`src/rtl/usb_irq_pkg.sv`:
```
package usb_irq_pkg;

  localparam int ADDR_W = 4;

  localparam logic [ADDR_W-1:0] OFS_TX_LO    = 4'h2;
  localparam logic [ADDR_W-1:0] OFS_TX_HI    = 4'h3;
  localparam logic [ADDR_W-1:0] OFS_RX_LO    = 4'h4;
  localparam logic [ADDR_W-1:0] OFS_RX_HI    = 4'h5;
  localparam logic [ADDR_W-1:0] OFS_TXEN_LO  = 4'h6;
  localparam logic [ADDR_W-1:0] OFS_TXEN_HI  = 4'h7;
  localparam logic [ADDR_W-1:0] OFS_RXEN_LO  = 4'h8;
  localparam logic [ADDR_W-1:0] OFS_RXEN_HI  = 4'h9;
  localparam logic [ADDR_W-1:0] OFS_BUS_STAT = 4'hA;
  localparam logic [ADDR_W-1:0] OFS_BUS_EN   = 4'hB;

  localparam logic [7:0] BUS_EN_RESET = 8'h06;

  typedef enum logic [2:0] {
    SEL_NONE,
    SEL_TX,
    SEL_RX,
    SEL_BUS,
    SEL_TXEN,
    SEL_RXEN,
    SEL_BUSEN
  } rdSel_t;

  typedef struct packed {
    logic       clrTx;
    logic       clrRx;
    logic       clrBus;
    logic [1:0] wrTxEn;
    logic [1:0] wrRxEn;
    logic       wrBusEn;
    rdSel_t     rdSel;
    logic       rdHi;
  } irqStrobes_t;

endpackage

```
`src/rtl/usb_irq_ctrl.sv`:
```
module usb_irq_ctrl
  import usb_irq_pkg::*;
(
  input  logic [ADDR_W-1:0] cpuAddr,
  input  logic              cpuRd,
  input  logic              cpuWr,
  output irqStrobes_t       strb
);

  always_comb begin
    strb = '0;
    strb.rdSel = SEL_NONE;
    unique case (cpuAddr)
      OFS_TX_LO: begin
        strb.rdSel = SEL_TX;
        strb.clrTx = cpuRd;
      end
      OFS_TX_HI: begin
        strb.rdSel = SEL_TX;
        strb.rdHi  = 1'b1;
      end
      OFS_RX_LO: begin
        strb.rdSel = SEL_RX;
        strb.clrRx = cpuRd;
      end
      OFS_RX_HI: begin
        strb.rdSel = SEL_RX;
        strb.rdHi  = 1'b1;
      end
      OFS_TXEN_LO: begin
        strb.rdSel     = SEL_TXEN;
        strb.wrTxEn[0] = cpuWr;
      end
      OFS_TXEN_HI: begin
        strb.rdSel     = SEL_TXEN;
        strb.rdHi      = 1'b1;
        strb.wrTxEn[1] = cpuWr;
      end
      OFS_RXEN_LO: begin
        strb.rdSel     = SEL_RXEN;
        strb.wrRxEn[0] = cpuWr;
      end
      OFS_RXEN_HI: begin
        strb.rdSel     = SEL_RXEN;
        strb.rdHi      = 1'b1;
        strb.wrRxEn[1] = cpuWr;
      end
      OFS_BUS_STAT: begin
        strb.rdSel  = SEL_BUS;
        strb.clrBus = cpuRd;
      end
      OFS_BUS_EN: begin
        strb.rdSel   = SEL_BUSEN;
        strb.wrBusEn = cpuWr;
      end
      default: strb.rdSel = SEL_NONE;
    endcase
  end

endmodule

```
`src/rtl/usb_irq_bank.sv`:
```
module usb_irq_bank #(
  parameter int             W      = 16,
  parameter logic [W-1:0]   IMPL   = '1,
  parameter logic [W-1:0]   EN_RST = '1
) (
  input  logic             clk,
  input  logic             rst_n,
  input  logic [W-1:0]     evt,
  input  logic             clr,
  input  logic [W/8-1:0]   wrLane,
  input  logic [7:0]       wdata,
  output logic [W-1:0]     stat,
  output logic [W-1:0]     en
);

  localparam int LANES = W / 8;

  logic [W-1:0] evtLive;
  logic [W-1:0] statKeep;

  assign evtLive  = evt & IMPL;
  assign statKeep = clr ? '0 : stat;

  // A pulse arriving with the clear wins over the clear.
  always_ff @(posedge clk or negedge rst_n) begin
    if (!rst_n) stat <= '0;
    else        stat <= statKeep | evtLive;
  end

  for (genvar l = 0; l < LANES; l++) begin : g_lane
    always_ff @(posedge clk or negedge rst_n) begin
      if (!rst_n)         en[l*8 +: 8] <= EN_RST[l*8 +: 8] & IMPL[l*8 +: 8];
      else if (wrLane[l]) en[l*8 +: 8] <= wdata & IMPL[l*8 +: 8];
    end
  end

endmodule

```
`src/rtl/usb_irq_dp.sv`:
```
module usb_irq_dp
  import usb_irq_pkg::*;
#(
  parameter logic [15:0] TX_IMPL = 16'h0001,
  parameter logic [15:0] RX_IMPL = 16'h0000
) (
  input  logic        clk,
  input  logic        rst_n,
  input  logic [15:0] txEvt,
  input  logic [15:0] rxEvt,
  input  logic [7:0]  busEvt,
  input  logic [7:0]  cpuWdata,
  input  irqStrobes_t strb,
  output logic [7:0]  cpuRdata,
  output logic        irqN,
  output logic [15:0] txStat,
  output logic [15:0] rxStat,
  output logic [7:0]  busStat,
  output logic [15:0] txEn,
  output logic [15:0] rxEn,
  output logic [7:0]  busEn
);

  usb_irq_bank #(.W(16), .IMPL(TX_IMPL), .EN_RST(16'hFFFF)) u_txBank (
    .clk(clk), .rst_n(rst_n), .evt(txEvt), .clr(strb.clrTx),
    .wrLane(strb.wrTxEn), .wdata(cpuWdata), .stat(txStat), .en(txEn)
  );

  usb_irq_bank #(.W(16), .IMPL(RX_IMPL), .EN_RST(16'hFFFE)) u_rxBank (
    .clk(clk), .rst_n(rst_n), .evt(rxEvt), .clr(strb.clrRx),
    .wrLane(strb.wrRxEn), .wdata(cpuWdata), .stat(rxStat), .en(rxEn)
  );

  usb_irq_bank #(.W(8), .IMPL(8'hFF), .EN_RST(BUS_EN_RESET)) u_busBank (
    .clk(clk), .rst_n(rst_n), .evt(busEvt), .clr(strb.clrBus),
    .wrLane(strb.wrBusEn), .wdata(cpuWdata), .stat(busStat), .en(busEn)
  );

  logic [15:0] rdWord;

  always_comb begin
    unique case (strb.rdSel)
      SEL_TX:    rdWord = txStat;
      SEL_RX:    rdWord = rxStat;
      SEL_BUS:   rdWord = {8'h00, busStat};
      SEL_TXEN:  rdWord = txEn;
      SEL_RXEN:  rdWord = rxEn;
      SEL_BUSEN: rdWord = {8'h00, busEn};
      default:   rdWord = 16'h0000;
    endcase
  end

  assign cpuRdata = strb.rdHi ? rdWord[15:8] : rdWord[7:0];

  logic anyPending;
  assign anyPending = |(txStat & txEn) | |(rxStat & rxEn) | |(busStat & busEn);
  assign irqN       = ~anyPending;

endmodule

```
`src/rtl/usb_irq_hub.sv`:
```
module usb_irq_hub
  import usb_irq_pkg::*;
#(
  parameter logic [15:0] IMPL_TX_MASK = 16'h0C1F,
  parameter logic [15:0] IMPL_RX_MASK = 16'h800E
) (
  input  logic              clk,
  input  logic              rst_n,
  input  logic [15:0]       txEvt,
  input  logic [15:0]       rxEvt,
  input  logic [7:0]        busEvt,
  input  logic [ADDR_W-1:0] cpuAddr,
  input  logic              cpuRd,
  input  logic              cpuWr,
  input  logic [7:0]        cpuWdata,
  output logic [7:0]        cpuRdata,
  output logic              irqN
);

  localparam logic [15:0] TX_IMPL = IMPL_TX_MASK | 16'h0001;
  localparam logic [15:0] RX_IMPL = IMPL_RX_MASK & 16'hFFFE;

  irqStrobes_t strb;
  logic [15:0] txStat, rxStat, txEn, rxEn;
  logic [7:0]  busStat, busEn;

  usb_irq_ctrl u_ctrl (
    .cpuAddr(cpuAddr), .cpuRd(cpuRd), .cpuWr(cpuWr), .strb(strb)
  );

  usb_irq_dp #(.TX_IMPL(TX_IMPL), .RX_IMPL(RX_IMPL)) u_dp (
    .clk(clk), .rst_n(rst_n), .txEvt(txEvt), .rxEvt(rxEvt), .busEvt(busEvt),
    .cpuWdata(cpuWdata), .strb(strb), .cpuRdata(cpuRdata), .irqN(irqN),
    .txStat(txStat), .rxStat(rxStat), .busStat(busStat),
    .txEn(txEn), .rxEn(rxEn), .busEn(busEn)
  );

endmodule

```
`config.mk`:
```
export PLATFORM = sky130hd
export DESIGN_NAME = usb_irq_hub
export DESIGN_NICKNAME = d
export VERILOG_FILES = /design/src/rtl/usb_irq_pkg.sv /design/src/rtl/usb_irq_ctrl.sv /design/src/rtl/usb_irq_bank.sv /design/src/rtl/usb_irq_dp.sv /design/src/rtl/usb_irq_hub.sv
export SDC_FILE = /design/constraint.sdc
export NUM_CORES = 1
export LEC_CHECK = 0
export BUFFER_PORTS_ARGS = -buffer_cell sky130_fd_sc_hd__buf_2
export CORE_MARGIN = 2
export CORE_UTILIZATION = 40
export CTS_CLUSTER_SIZE = 20
export DETAILED_ROUTE_END_ITERATION = 10
export PLACE_DENSITY_LB_ADDON = 0.15
export SYNTH_ARGS = -nofsm -noshare
export SYNTH_HDL_FRONTEND = slang
export SYNTH_SLANG_ARGS = --single-unit
```
`constraint.sdc`:
```
create_clock -name clk -period 1 [get_ports clk]
set_input_delay 0 -clock clk [delete_from_list [all_inputs] [get_ports clk]]
set_output_delay 0 -clock clk [all_outputs]
set_load 0.02 [all_outputs]
```
==> metrics.txt <==
via count 1929; Slew HR 68.5%; synth warn 0; Seq pwr share between 40% and 50%; cell at the slowest stage of the critical path a222oi_1; commonest cells in the netlist dfrtp_1 (25), a21o_1 (19), dfstp_2 (13), o21ai_0 (13), nand2_1 (10); maximum VDD drop just under 0.001 V; Static Leakage 1.44 nW; dominant cells by area after synthesis dfrtp_1 (31%), dfstp_2 (17%), a21o_1 (7.1%), mux2_4 (6.0%), mux2_1 (3.9%); Crit. End Element output pin; Layout Cells excl Fill between 300 and 400; largest family of logic cells by synthesized area compound AO/OA/AOI/OAI gates; clk_lat worst skew between 0.2 and 0.3 ns; share of the synthesized area in the top cell type between 30 and 40%; routed vias/inst approximately 5.1; post-synthesis mux area share 14.1%; Hold Fails Final Rpt 1; hpwl dp about 4.3 mm; Final ANT Viol Nets 0; Cell Int Power approximately 3.1 mW; PwrDens 1310 nW/µm²; XOR/XNOR Fraction of Synth Area 0%; All-Layer GR Usage a little under a quarter; GR Overflow Total 0; final-report max-slew violation count 0; Psw around 1.2 mW; Starting Density 41.8%; status complete, but fails checks; number of global-route vias before repair 2002; Syn Inst Count about 180; total routed wirelength between 6 and 7 mm; n_diodes 0; die width roughly 75 µm; initial DRC count ~110; Worst Max-Slew Pin Slew roughly 0.47 ns; cell area after synthesis between 1500 and 2000 µm²; WL per Instance about 16 µm; Clock power frac 25.1%; Root Driver clkbuf_8; Placed Cells 336; post-synthesis sequential area ratio 48.4%; MaxCap Viol Count 0; TritonCTS Buffers 5; Post-synth ARST share 100%; switching share of power 27.4%; crit-path max FO 3; Placement Setup Slack -0.384 ns; Post-Synth Simple-Gate Area about 14%; Synth Area in Adders 0%; CP Cell Sequence mux2i_1 > o32ai_1 > a222oi_1 > nor2_2 > buf_6; H-Tree Depth 2; prevailing post-synth register cell dfrtp_1; CTS tree built; Die Ht around 75 µm; failing checks negative hold slack, negative setup slack; Synth Register Bits 38; clk_skew 0 ns; HP Class in -> reg; Synth Area in Compound Gates roughly a fifth; initial antenna violation count 0; Final WS setup -0.710 ns; NumNets Final 363; Syn Nets approximately 240; most numerous cell in the Yosys netlist dfrtp_1; clk slew on worst S/H paths ~0.07 ns; Finished Core Util roughly 69%; drt first pass iters 4; largest net degree at the start of global routing 39; Period minus WS final roughly 1.7 ns; Syn Area/Cell between 10 and 15 µm²; Post-synth EDFFs 0; Yosys cell types 39; Logic pwr share about 29%; cell taking the most area after synthesis dfrtp_1; DIE AREA 5580 µm²; fmax about 0.58 GHz; core area 4790 µm²; num rows 25; Remaining DRCs 0; P&R area growth vs syn 64.2%; RSZ-0062 raised after global routing true; Setup crit start kind flip-flop; Setup Crit Path Kind reg -> out; PortBufs 43; share of cells above drive strength 1 between 50% and 60%; slowest stage delay, CP 0.50 ns; Final period util 171%; final setup vio count 9; crit path DAT about 1.7 ns; CTS sink count 38; first-pass GRT wire length ~9.9 mm; Hold WS -0.000555 ns; gp weighted congestion around 0.94; Required @ worst endpoint 1.00 ns; Clock Path Buffers 2; io pins between 60 and 70
## worst paths after layout
| kind | depth (start not counted) | from | to | slack, ns |
|---|---|---|---|---|
| max | 5 | u_dp.u_txBank.en[1]$_DFFE_PN1P_ | cpuRdata[1] | -0.71 |
| min | 2 | cpuWdata[2] | u_dp.u_txBank.en[2]$_DFFE_PN1P_ | -0.0006 |
| max reg2reg | 3 | u_dp.u_busBank.en[5]$_DFFE_PN0P_ | u_dp.u_busBank.en[5]$_DFFE_PN0P_ | 0 |
| min reg2reg | 1 | u_dp.u_busBank.stat[0]$_DFF_PN0_ | u_dp.u_busBank.stat[0]$_DFF_PN0_ | 0.52 |
| max in group asynchronous | 3 | rst_n | u_dp.u_rxBank.en[1]$_DFFE_PN1P_ | 0.54 |
| min in group asynchronous | 3 | rst_n | u_dp.u_busBank.stat[6]$_DFF_PN0_ | 0.21 |
## metrics by stage
step	setup TNS (ns)	total power [mW]	instance area [µm²]
after CTS	-3.59	4.27	3210
after global placement	-7.90	2.98	2760
after detailed placement	-8.14	3.02	2760
after global routing	-4.31	4.54	3280
after floorplan	-1.23	2.52	2100
final	-3.65	4.32	3280
## cells in the final DEF (no fill, tap or decap), types with 3 or more instances in the layout
| cell | netlist | final |
|---|---|---|
| inv_1 | 4 | 3 |
| nand3_1 | 4 | 4 |
| dlygate4sd3_1 | 0 | 27 |
| mux2_4 | 8 | 10 |
| clkbuf_8 | 0 | 6 |
| buf_2 | 6 | 33 |
| nor2_1 | 9 | 7 |
| nor2b_1 | 5 | 5 |
| buf_4 | 3 | 53 |
| nand2_1 | 10 | 9 |
| mux2i_1 | 5 | 4 |
| mux2_2 | 3 | 3 |
| a21o_1 | 19 | 19 |
| a22oi_1 | 7 | 5 |
| buf_12 | 0 | 3 |
| a21oi_1 | 7 | 3 |
| dfrtp_1 | 25 | 25 |
| o21ai_1 | 0 | 4 |
| nand3b_1 | 4 | 4 |
| buf_6 | 0 | 12 |
| o21ai_0 | 13 | 8 |
| dfstp_2 | 13 | 13 |
| mux2_1 | 7 | 5 |
| a21oi_2 | 0 | 3 |
## registers in the layout (all words and copies together) (netlist names)
signal,flops
u_dp.u_busBank.en,8
u_dp.u_busBank.stat,8
u_dp.u_rxBank.en,4
u_dp.u_rxBank.stat,4
u_dp.u_txBank.en,7
u_dp.u_txBank.stat,7
## routing by layer
metal	GRT usage, %	vias to the layer above	share of wire [%]
li1	-	914	-
met4	8.13	0	2.2
met5	0	-	0
met3	4.69	12	3.6
met2	38.8	51	49
met1	32.2	952	45
## logic make-up after synthesis
family                 after synthesis
AO/OA/AOI/OAI                       57
buffers and inverters               16
flip-flops                          38
multiplexers                        23
AND/OR/NAND/NOR                     47
## worst max-delay path: cells and delay by family (launching register included)
kind	cells	cell delay, ns
flops	1	0.38
buf+inv	1	0.15
simple gates	1	0.10
mux	1	0.18
compound gates	2	0.61
## cell type report
class                   instances  area (µm²)
fillers                       363        1500
multi-input cells             127        1070
repair buffers                129        1040
flip-flops and latches         38         967
clock buffers                   7        86.3
well taps                      67        83.8
inverters                       6        30.0
clock inverters                 1        5.00
## what timing repair did
item	in CTS	in global routing
setup buffers	3	5
cloned	0	0
endpoints found under the hold margin	69	0
pin swaps	8	10
hold buffers	27	0
resized for setup	25	15
setup endpoints to repair	9	17
## power by group through the flow
| stage | Clock (mW) | Sequential (mW) | Combinational (mW) |
|---|---|---|---|
| 2_1_floorplan | 0 | 1.96 | 0.560 |
| 3_3_place_gp | 0 | 1.99 | 0.991 |
| 4_1_cts | 1.11 | 1.99 | 1.17 |
| 5_1_grt | 1.18 | 2.02 | 1.35 |
| 6_report | 1.08 | 2.00 | 1.23 |
| 3_5_place_dp | 0 | 2.00 | 1.01 |
No activity file was read; power rests on OpenSTA's default activity.
